$ cat config.mk
export PLATFORM = sky130hd
export DESIGN_NAME = pit_channel
export DESIGN_NICKNAME = d
export VERILOG_FILES = /design/src/rtl/pit_pkg.sv /design/src/rtl/pit_bcd_dec.sv /design/src/rtl/pit_half.sv /design/src/rtl/pit_port.sv /design/src/rtl/pit_core.sv /design/src/rtl/pit_channel.sv
export SDC_FILE = /design/constraint.sdc
export NUM_CORES = 1
export LEC_CHECK = 0
export CAP_MARGIN = 30
export CORE_ASPECT_RATIO = 1.25
export CORE_UTILIZATION = 45
export CTS_BUF_LIST = sky130_fd_sc_hd__clkbuf_16
export CTS_CLUSTER_DIAMETER = 40
export DETAILED_ROUTE_END_ITERATION = 16
export PLACE_DENSITY = 0.65
export REMOVE_ABC_BUFFERS = 1
export SYNTH_ARGS = -nofsm -noshare
export SYNTH_HDL_FRONTEND = slang
export SYNTH_HIERARCHICAL = 1
export SYNTH_SLANG_ARGS = --single-unit
$ cat constraint.sdc
create_clock -name clk -period 3.1 [get_ports clk]
set_input_delay 0.465 -clock clk [delete_from_list [all_inputs] [get_ports clk]]
set_output_delay 0.465 -clock clk [all_outputs]
set_load 0.1 [all_outputs]
$ cat src/rtl/pit_pkg.sv
package pit_pkg;
  localparam int PIT_DIGITS = 4;
  localparam int BYTE_W     = 8;
  localparam int CNT_W      = 2 * BYTE_W;

  typedef enum logic [2:0] {
    M_TCOUNT   = 3'd0,
    M_ONESHOT  = 3'd1,
    M_RATE     = 3'd2,
    M_SQUARE   = 3'd3,
    M_SWSTROBE = 3'd4,
    M_HWSTROBE = 3'd5
  } pit_mode_e;

  typedef enum logic [1:0] {
    ACC_LATCH = 2'd0,
    ACC_LO    = 2'd1,
    ACC_HI    = 2'd2,
    ACC_LOHI  = 2'd3
  } pit_acc_e;

  typedef struct packed {
    pit_acc_e  acc;
    pit_mode_e mode;
    logic      bcd;
  } pit_cfg_t;
endpackage

$ cat src/rtl/pit_bcd_dec.sv
// Count minus one, binary or BCD; zero wraps to all ones / all nines.
module pit_bcd_dec #(
  parameter int DIGITS = 4
) (
  input  logic [4*DIGITS-1:0] val,
  input  logic                bcd,
  output logic [4*DIGITS-1:0] minus1
);
  localparam int W = 4 * DIGITS;

  logic [DIGITS-1:0] brw;
  logic [W-1:0]      bcd_res;

  assign brw[0] = 1'b1;

  for (genvar g = 0; g < DIGITS; g++) begin : g_dig
    logic [3:0] d;
    assign d = val[4*g +: 4];
    assign bcd_res[4*g +: 4] = !brw[g] ? d : ((d == 4'd0) ? 4'd9 : d - 4'd1);
    if (g < DIGITS - 1) begin : g_chain
      assign brw[g+1] = brw[g] & (d == 4'd0);
    end
  end

  assign minus1 = bcd ? bcd_res : val - W'(1);
endmodule

$ cat src/rtl/pit_half.sv
// floor(val/2) in binary or BCD; zero stands for the maximum count.
module pit_half #(
  parameter int DIGITS = 4
) (
  input  logic [4*DIGITS-1:0] val,
  input  logic                bcd,
  output logic [4*DIGITS-1:0] half
);
  localparam int W = 4 * DIGITS;
  localparam logic [W-1:0] HALF_BIN = W'(1) << (W - 1);
  localparam logic [W-1:0] HALF_BCD = W'(5) << (W - 4);

  logic [W-1:0] bcd_res;

  for (genvar g = 0; g < DIGITS; g++) begin : g_dig
    logic [3:0] d;
    logic       up_odd;
    assign d = val[4*g +: 4];
    if (g == DIGITS - 1) begin : g_top
      assign up_odd = 1'b0;
    end else begin : g_low
      assign up_odd = val[4*(g+1)];
    end
    assign bcd_res[4*g +: 4] = {1'b0, d[3:1]} + (up_odd ? 4'd5 : 4'd0);
  end

  always_comb begin
    if (val == '0)
      half = bcd ? HALF_BCD : HALF_BIN;
    else
      half = bcd ? bcd_res : (val >> 1);
  end
endmodule

$ cat src/rtl/pit_port.sv
// Control decode, count register, latch and byte sequencing.
module pit_port
  import pit_pkg::*;
#(
  parameter logic [1:0] CH_IDX = 2'd2
) (
  input  logic              clk,
  input  logic              rst,
  input  logic              wr_ctl,
  input  logic              wr_data,
  input  logic              rd_data,
  input  logic [BYTE_W-1:0] din,
  input  logic [CNT_W-1:0]  live,
  output pit_mode_e         mode,
  output logic              bcd,
  output logic [CNT_W-1:0]  cr,
  output logic              ctl_hit,
  output pit_mode_e         ctl_mode,
  output logic              cnt_done,
  output logic [BYTE_W-1:0] dout
);
  pit_cfg_t            cfg;
  logic                wr_hi, rd_hi, latched;
  logic [CNT_W-1:0]    hold;
  logic [CNT_W-1:0]    src;
  logic                sel_ok, latch_cmd;
  logic [2:0]          mbits;

  assign sel_ok    = (din[7:6] == CH_IDX);
  assign ctl_hit   = wr_ctl && sel_ok && (din[5:4] != 2'b00);
  assign latch_cmd = wr_ctl && sel_ok && (din[5:4] == 2'b00);
  assign mbits     = din[3:1];
  assign ctl_mode  = mbits[1] ? pit_mode_e'({1'b0, mbits[1:0]}) : pit_mode_e'(mbits);
  assign cnt_done  = wr_data && ((cfg.acc != ACC_LOHI) || wr_hi);
  assign src       = latched ? hold : live;
  assign mode      = cfg.mode;
  assign bcd       = cfg.bcd;

  always_ff @(posedge clk) begin
    if (rst) begin
      cfg     <= '{acc: ACC_LOHI, mode: M_TCOUNT, bcd: 1'b0};
      cr      <= '0;
      hold    <= '0;
      wr_hi   <= 1'b0;
      rd_hi   <= 1'b0;
      latched <= 1'b0;
      dout    <= '0;
    end else begin
      if (ctl_hit) begin
        cfg     <= '{acc: pit_acc_e'(din[5:4]), mode: ctl_mode, bcd: din[0]};
        wr_hi   <= 1'b0;
        rd_hi   <= 1'b0;
        latched <= 1'b0;
      end
      if (latch_cmd && !latched) begin
        hold    <= live;
        latched <= 1'b1;
      end
      if (wr_data) begin
        case (cfg.acc)
          ACC_LO: cr <= {{BYTE_W{1'b0}}, din};
          ACC_HI: cr <= {din, {BYTE_W{1'b0}}};
          ACC_LOHI: begin
            if (!wr_hi) cr[BYTE_W-1:0] <= din;
            else        cr[CNT_W-1:BYTE_W] <= din;
            wr_hi <= !wr_hi;
          end
          default: ;
        endcase
      end
      if (rd_data) begin
        case (cfg.acc)
          ACC_LO: begin
            dout    <= src[BYTE_W-1:0];
            latched <= 1'b0;
          end
          ACC_HI: begin
            dout    <= src[CNT_W-1:BYTE_W];
            latched <= 1'b0;
          end
          ACC_LOHI: begin
            if (!rd_hi) begin
              dout <= src[BYTE_W-1:0];
            end else begin
              dout    <= src[CNT_W-1:BYTE_W];
              latched <= 1'b0;
            end
            rd_hi <= !rd_hi;
          end
          default: ;
        endcase
      end
    end
  end
endmodule

$ cat src/rtl/pit_core.sv
// Counting element and output waveform for all six modes.
module pit_core
  import pit_pkg::*;
#(
  parameter int DIGITS = PIT_DIGITS
) (
  input  logic                clk,
  input  logic                rst,
  input  logic                tick,
  input  logic                gate,
  input  pit_mode_e           mode,
  input  logic                bcd,
  input  logic [4*DIGITS-1:0] cr,
  input  logic                cnt_done,
  input  logic                ctl_hit,
  input  pit_mode_e           ctl_mode,
  output logic [4*DIGITS-1:0] count,
  output logic                out,
  output logic                pend
);
  localparam int W = 4 * DIGITS;

  logic [W-1:0] dec, cr_half;
  logic         have, run, trig, extra, armed, gate_q, rise, at_one;

  pit_bcd_dec #(.DIGITS(DIGITS)) u_dec  (.val(count), .bcd(bcd), .minus1(dec));
  pit_half    #(.DIGITS(DIGITS)) u_half (.val(cr),    .bcd(bcd), .half(cr_half));

  assign rise   = gate && !gate_q;
  assign at_one = (count == W'(1));

  always_ff @(posedge clk) begin
    if (rst) begin
      count  <= '0;
      out    <= 1'b0;
      pend   <= 1'b0;
      have   <= 1'b0;
      run    <= 1'b0;
      trig   <= 1'b0;
      extra  <= 1'b0;
      armed  <= 1'b0;
      gate_q <= 1'b0;
    end else begin
      gate_q <= gate;
      if (ctl_hit) begin
        out   <= (ctl_mode != M_TCOUNT);
        pend  <= 1'b0;
        have  <= 1'b0;
        run   <= 1'b0;
        trig  <= 1'b0;
        extra <= 1'b0;
        armed <= 1'b0;
      end else begin
        if (tick) begin
          case (mode)
            M_TCOUNT, M_SWSTROBE: begin
              if (mode == M_SWSTROBE && !out) out <= 1'b1;
              if (pend) begin
                count <= cr;
                pend  <= 1'b0;
                run   <= 1'b1;
                armed <= 1'b1;
              end else if (run && gate) begin
                count <= dec;
                if (at_one) begin
                  if (mode == M_TCOUNT) out <= 1'b1;
                  else if (armed) begin
                    out   <= 1'b0;
                    armed <= 1'b0;
                  end
                end
              end
            end
            M_ONESHOT, M_HWSTROBE: begin
              if (mode == M_HWSTROBE && !out) out <= 1'b1;
              trig <= 1'b0;
              if (trig && have) begin
                count <= cr;
                run   <= 1'b1;
                armed <= 1'b1;
                out   <= (mode == M_HWSTROBE);
              end else if (run) begin
                count <= dec;
                if (at_one) begin
                  if (mode == M_ONESHOT) out <= 1'b1;
                  else if (armed) begin
                    out   <= 1'b0;
                    armed <= 1'b0;
                  end
                end
              end
            end
            M_RATE: begin
              if (gate) begin
                if ((pend || trig) && have) begin
                  count <= cr;
                  out   <= 1'b1;
                  pend  <= 1'b0;
                  trig  <= 1'b0;
                  run   <= 1'b1;
                end else if (run) begin
                  if (at_one) begin
                    count <= cr;
                    out   <= 1'b1;
                  end else begin
                    count <= dec;
                    if (count == W'(2)) out <= 1'b0;
                  end
                end
              end
            end
            M_SQUARE: begin
              if (gate) begin
                if ((pend || trig) && have) begin
                  count <= cr_half;
                  extra <= cr[0];
                  out   <= 1'b1;
                  pend  <= 1'b0;
                  trig  <= 1'b0;
                  run   <= 1'b1;
                end else if (run) begin
                  if (at_one) begin
                    if (extra) begin
                      extra <= 1'b0;
                    end else begin
                      out   <= !out;
                      count <= cr_half;
                      extra <= !out ? cr[0] : 1'b0;
                    end
                  end else begin
                    count <= dec;
                  end
                end
              end
            end
            default: ;
          endcase
        end
        if (rise) trig <= 1'b1;
        if (cnt_done) begin
          have <= 1'b1;
          case (mode)
            M_TCOUNT: begin
              out  <= 1'b0;
              pend <= 1'b1;
            end
            M_SWSTROBE:       pend <= 1'b1;
            M_RATE, M_SQUARE: if (!run) pend <= 1'b1;
            default: ;
          endcase
        end
        if ((mode == M_RATE || mode == M_SQUARE) && !gate) out <= 1'b1;
      end
    end
  end
endmodule

$ cat src/rtl/pit_channel.sv
module pit_channel
  import pit_pkg::*;
#(
  parameter logic [1:0] CH_IDX = 2'd2
) (
  input  logic              clk,
  input  logic              rst,
  input  logic              wr_ctl,
  input  logic              wr_data,
  input  logic              rd_data,
  input  logic [BYTE_W-1:0] din,
  input  logic              cnt_tick,
  input  logic              gate,
  output logic [BYTE_W-1:0] dout,
  output logic              out
);
  pit_mode_e        cur_mode, ctl_mode;
  logic             bcd, ctl_hit, cnt_done, load_pend;
  logic [CNT_W-1:0] cr, live_count;

  pit_port #(.CH_IDX(CH_IDX)) u_port (
    .clk(clk), .rst(rst), .wr_ctl(wr_ctl), .wr_data(wr_data), .rd_data(rd_data),
    .din(din), .live(live_count), .mode(cur_mode), .bcd(bcd), .cr(cr),
    .ctl_hit(ctl_hit), .ctl_mode(ctl_mode), .cnt_done(cnt_done), .dout(dout)
  );

  pit_core #(.DIGITS(PIT_DIGITS)) u_core (
    .clk(clk), .rst(rst), .tick(cnt_tick), .gate(gate), .mode(cur_mode),
    .bcd(bcd), .cr(cr), .cnt_done(cnt_done), .ctl_hit(ctl_hit),
    .ctl_mode(ctl_mode), .count(live_count), .out(out), .pend(load_pend)
  );
endmodule

* Word level (Yosys, flattened, before mapping)
Cells that the tools add are included.
** Word-level totals
- Output and inout port bits :: 9
- Register bits :: 73
- Logic and storage cells :: 217
- Input port bits :: 15
** Cells by class
- Mux-type cells :: 105
- Reductions and logical operators :: 51
- Add/subtract/negate cells :: 8
- Eq/ne operators :: 31
- Bitwise operators :: 3
** Operator list (count)
- 2-to-1 mux 16 bit :: 17
- one-hot mux 16 bit (4 select lines) :: 1
- 2-to-1 mux 1 bit :: 63
- one-hot mux 16 bit (3 select lines) :: 1
- 2-to-1 mux 4 bit :: 7
- 2-to-1 mux 8 bit :: 3
- inequality test 3 x 1 -> 1 bit, second input constant :: 8
- one-hot mux 8 bit (3 select lines) :: 1
- equality test 16 x 1 -> 1 bit, second input constant :: 1
- equality test 16 x 2 -> 1 bit, second input constant :: 1
- zero test 16 bit :: 1
- zero test 4 bit :: 4
- subtractor 16 x 1 -> 16 bit, second input constant :: 1
- subtractor 4 x 1 -> 4 bit, second input constant :: 4
- logical AND 1 bit :: 12
- 2-to-1 mux 12 bit :: 1
- 2-to-1 mux 3 bit :: 4
- nonzero test 3 bit :: 4
- inequality test 2 x 1 -> 1 bit, second input constant :: 5
- one-hot mux 1 bit (2 select lines) :: 5
- AND reduction 10 bit :: 1
- nonzero test 2 bit :: 5
- OR reduction 2 bit :: 5
- adder 3 x 3 -> 4 bit :: 2
- other kinds (24) :: 41

* Depth between registers and ports, before layout
- Depth after elaboration :: 14
- Depth in mapped cells :: 10

* Modules after synthesis
The synthesis kept the hierarchy.
** By module, submodules not included
- pit_port :: area each 2321.0 sq um, times used 1, cells an instance 263, seq. area each 980.9 sq um
- pit_core :: area each 2301.0 sq um, times used 1, cells an instance 305, seq. area each 480.5 sq um
- pit_bcd_dec :: area each 439.2 sq um, times used 1, cells an instance 70, seq. area each 0.0 sq um
- pit_half :: area each 411.6 sq um, times used 1, cells an instance 52, seq. area each 0.0 sq um

* Worst setup path before layout
Ideal clock, no wire load.
- Path kind :: register -> register
- From :: register u_core.count[0]
- To :: register u_core.count[11]
- Cell stages (with the launch flop) :: 11
- Buffers on the path :: 0
- Data required time :: 2976 ps
- Data arrival time :: 2202 ps
- Path slack :: 774 ps
- Clock period less this slack :: 2326 ps
- Cells stage by stage :: dfxtp_1 -> inv_1 -> ha_1 -> and2_0 -> o21ai_0 -> nor3_1 -> xor2_1 -> and3_1 -> a221o_1 -> a211oi_1 -> o32ai_1
** On the way
- Word-level cells in the longest chain between the ends :: 9
- Elaborated cells on any way between the ends :: 21
- Classes of those cells :: add/sub: 1; eq/ne: 2; mux: 15; bitwise: 1; reduce/logical: 2
** Ends and longest elaborated chain
- from (decl) :: line pit_core.sv:17 : output logic [4*DIGITS-1:0] count,
- from (signal assigned) :: line pit_core.sv:59 : count <= cr;
- from (signal assigned) :: line pit_core.sv:78 : count <= cr;
- from (signal assigned) :: line pit_core.sv:96 : count <= cr;
- branches (longest 3 deep; another with subtractor 16 x 1 -> 16 bit)
- 2-to-1 mux 16 bit (*) :: line pit_bcd_dec.sv:25 : assign minus1 = bcd ? bcd_res : val - W'(1);
- via u_core.dec[11] :: line pit_core.sv:23 : logic [W-1:0] dec, cr_half;
- 2-to-1 mux 16 bit, on equally long branches :: line pit_core.sv:122, pit_core.sv:102
- 2-to-1 mux 16 bit, on equally long branches :: line pit_core.sv:121, pit_core.sv:101
- 2-to-1 mux 16 bit, on equally long branches :: line pit_core.sv:114, pit_core.sv:95
- 2-to-1 mux 16 bit, on equally long branches :: line pit_core.sv:113, pit_core.sv:94
- one-hot mux 16 bit (4 select lines) (*) :: line pit_core.sv:55 : case (mode)
Mark *: on every way through the listed nets, which the timed path passes. The select of a mux whose other input is x is not followed.
A chain may end at the register's enable or synchronous reset.

* Worst setup path in the final report
Ends and elaborated chain as after synthesis.

==> run summary <==
Clk pwr share: 35.9%
Clock Skew: 8.71 ps
Worst hold start: u_port/dout[4]
FFs w/ async S/R, synth: 0%
First-pass GRT wire length: 27700 um
DP Cell Count: 830
Largest family of logic cells by synthesized area: compound AO/OA/AOI/OAI gates
Max Cap Viol: 0
Status: finished clean
R2R cell count: 10
CP Launch Type: register
Multiplexer share of the synthesized area: 5.12%
H-tree lvl count: 3
Cells after synthesis: 690
Max VDD drop: 0.289 mV
Simple-gate share of the synthesized area: 22.5%
Most frequent cells in the layout: dfxtp_1 (73), a21oi_1 (63), nor2_1 (44), nand3_1 (38), o21ai_0 (37)
Hold Path Cell Cnt: 1
Critical path class: reg2reg
Largest net degree at the start of global routing: 39
Site Rows: 44
Post-cts sizing count: 0
Via count: 5582
Syn Std Cell Area: 5470 um2
# port buffers: 23
Synth Area per Inst: 7.93 um2
1st-pass router iterations: 5
Sequential fraction of design power: 36.6%
Final setup viols: 0
Post-layout util: 51.0%
Slew @ Worst Pin: 822 ps
Hold Crit Class: reg2reg
Relative slew slack: 44.9%
DRC Markers: 0
XOR/XNOR Fraction of Synth Area: 1.60%
Yosys cell types: 69
DR iter-0 viols: 492
Setup Fix Bufs, Post-CTS: 0
Yosys warns: 6
Die Ht: 125 um
Worst path top cell family by delay: compound AO/OA/AOI/OAI gates
Synth Flop Type: dfxtp_1
Hold EP: u_port/dout[4]
Core area: 11700 um2
Post-synthesis compound-gate area fraction: 33.1%
CTS root buffer: clkbuf_16
Combinational share of power: 27.5%
Post-synthesis sequential area ratio: 26.7%
RSZ-0062 raised after global routing: no
Crit path DAT: 2940 ps
Nets@finish: 706
Slowest stage cell, crit path: dfxtp_1
GP Congestion: 0.928
Leading area contributor after synthesis: dfxtp_1
Max FO, Critical Path: 10
Switching Fraction: 34.6%
Total track usage: 27.7%
Clk sinks: 73
Fmax: 366 MHz
CP endpoint kind: register
Final hold viol count: 0
Worst-Skew Late Latency: 340 ps
Longest Clk Path Bufs: 2
Antenna Violating Nets Remaining: 0
Post-CTS Hold Fix Bufs: 0
Max-slew violations: 0
Vias in the first global route: 5260
Dpl hpwl: 12000 um
PwrDens: 488 nW/um2
Post-DR wirelength/cell: 20.0 um
CP Buf/Inv Count: 1
CTS Buf Count: 9
R2R Path Start: u_core/count[0]
Critical Path Max Stage Delay: 490 ps
Ports: 24
Die width: 101 um
Drt via density: 6.60
Die ar.: 12600 um2
Synth top area share: 26.7%
Crit-path cells: inv_1, ha_1, and2_0, o21ai_0, nor3_1, xor2_1, and3_1, a221o_1, a211oi_1, o32ai_1
Critical Path RT: 3310 ps
Fin crit period: 2730 ps
Antenna fix cells: 0
Finished Layout Cells: 846
Reg-to-reg slack, setup: 370 ps
TNS Setup: 0 ps
Adder-Cell Fraction of Synth Area: 2.51%
Number of fill cells: 1154
Area contributors post-synth: dfxtp_1 (27%), a21oi_1 (5.8%), mux2i_1 (5.1%)
TritonCTS clock tree: yes
Internal power: 1.91 mW
LEAKAGE: 2.08 nW
Initial antenna violation count: 0
Reg-to-Reg End: u_core/count[11]
Sw Pwr: 1.01 mW
Layout cell share with drive strength beyond 1: 9.64%
Area delta synth->final: 9.31%
Remaining Overflow, GRT: 0
Reg clk slew, reported paths: 60 ps
Detailed Route WL: 17000 um
Starting Density: 46.7%
Most common cell after layout, fill and taps aside: dfxtp_1
Yosys reg bits: 73
Post-synth EDFFs: 0
Crit share post-route: 88.2%
==> cell type report <==
type	instances	area (um2)	area share, %
clock buffers	9	225	3.76
clock inverters	7	62.6	1.05
flip-flops and latches	73	1460	24.4
repair buffers	45	393	6.57
inverters	25	93.8	1.57
multi-input cells	526	3540	59.3
well taps	161	201	3.37
==> routing by layer <==
layer / wire length (um) / GRT usage, % / part of all wire, %
met1: 7270 / 36.6 / 43
met2: 8140 / 44.6 / 48
met3: 969 / 3.19 / 5.7
met5: 0 / 0 / 0
met4: 583 / 13.0 / 3.4
==> power by group through the flow <==
stage / logic (mW) / clock network, mW / registers, mW
CTS: 0.788 / 1.05 / 1.07
finish: 0.803 / 1.05 / 1.07
global route: 0.876 / 1.10 / 1.08
detailed placement: 0.782 / 0 / 1.09
floorplan: 0.496 / 0 / 1.13
global placement: 0.758 / 0 / 1.09
==> through the flow <==
stage	setup slack [ps]	hold slack, ps	cell area, um2	total power, mW
floorplan	605	448	5100	1.62
global placement	517	451	5670	1.85
detailed placement	434	459	5690	1.87
CTS	411	474	5980	2.91
global route	185	491	5980	3.05
finish	366	471	5980	2.92
==> kinds of logic (layout without fill, tap and decap cells) <==
kind of cell	after synthesis	count (layout)
xor+xnor	10	10
buf+inv	91	86
simple gates	213	213
compound gates	264	264
flops	73	73
mux	28	28
fa+ha+maj	11	11
==> worst max path at each step <==
stage	start	endpoint	slack [ps]	depth (start not counted)
after floorplan	u_port/bcd	u_core/count[11]	610	8
after global placement	u_core/count[1]	u_core/count[15]	520	10
after detailed placement	u_core/count[0]	u_core/count[11]	430	10
after CTS	u_core/count[0]	u_core/count[11]	410	10
after global routing	u_core/count[0]	u_core/count[12]	180	10
final	u_core/count[0]	u_core/count[11]	370	10
==> registers in the layout, summed over array words and instances, names as in the netlist, 2 cells and up <==
name / cells
u_port/dout: 8
u_port/hold: 16
u_core/count: 16
u_port/cr: 16
u_port/cfg: 2
u_port/mode: 3
==> cells in the mapped netlist, drive strengths merged (6+ instances only) <==
master	instances
and3	11
nor4	10
nand2b	6
nand3	38
nor3	10
a311oi	7
ha	11
o21ai	66
a221o	20
o32ai	16
dfxtp	73
a31oi	9
nor2b	26
nor2	45
mux2i	28
clkbuf	26
a32o	8
a211oi	38
o2111ai	8
and2b	6
a21oi	64
inv	25
xnor2	6
buf	40
nand2	25
nand4b	9
No activity file was read; power rests on OpenSTA's default activity.
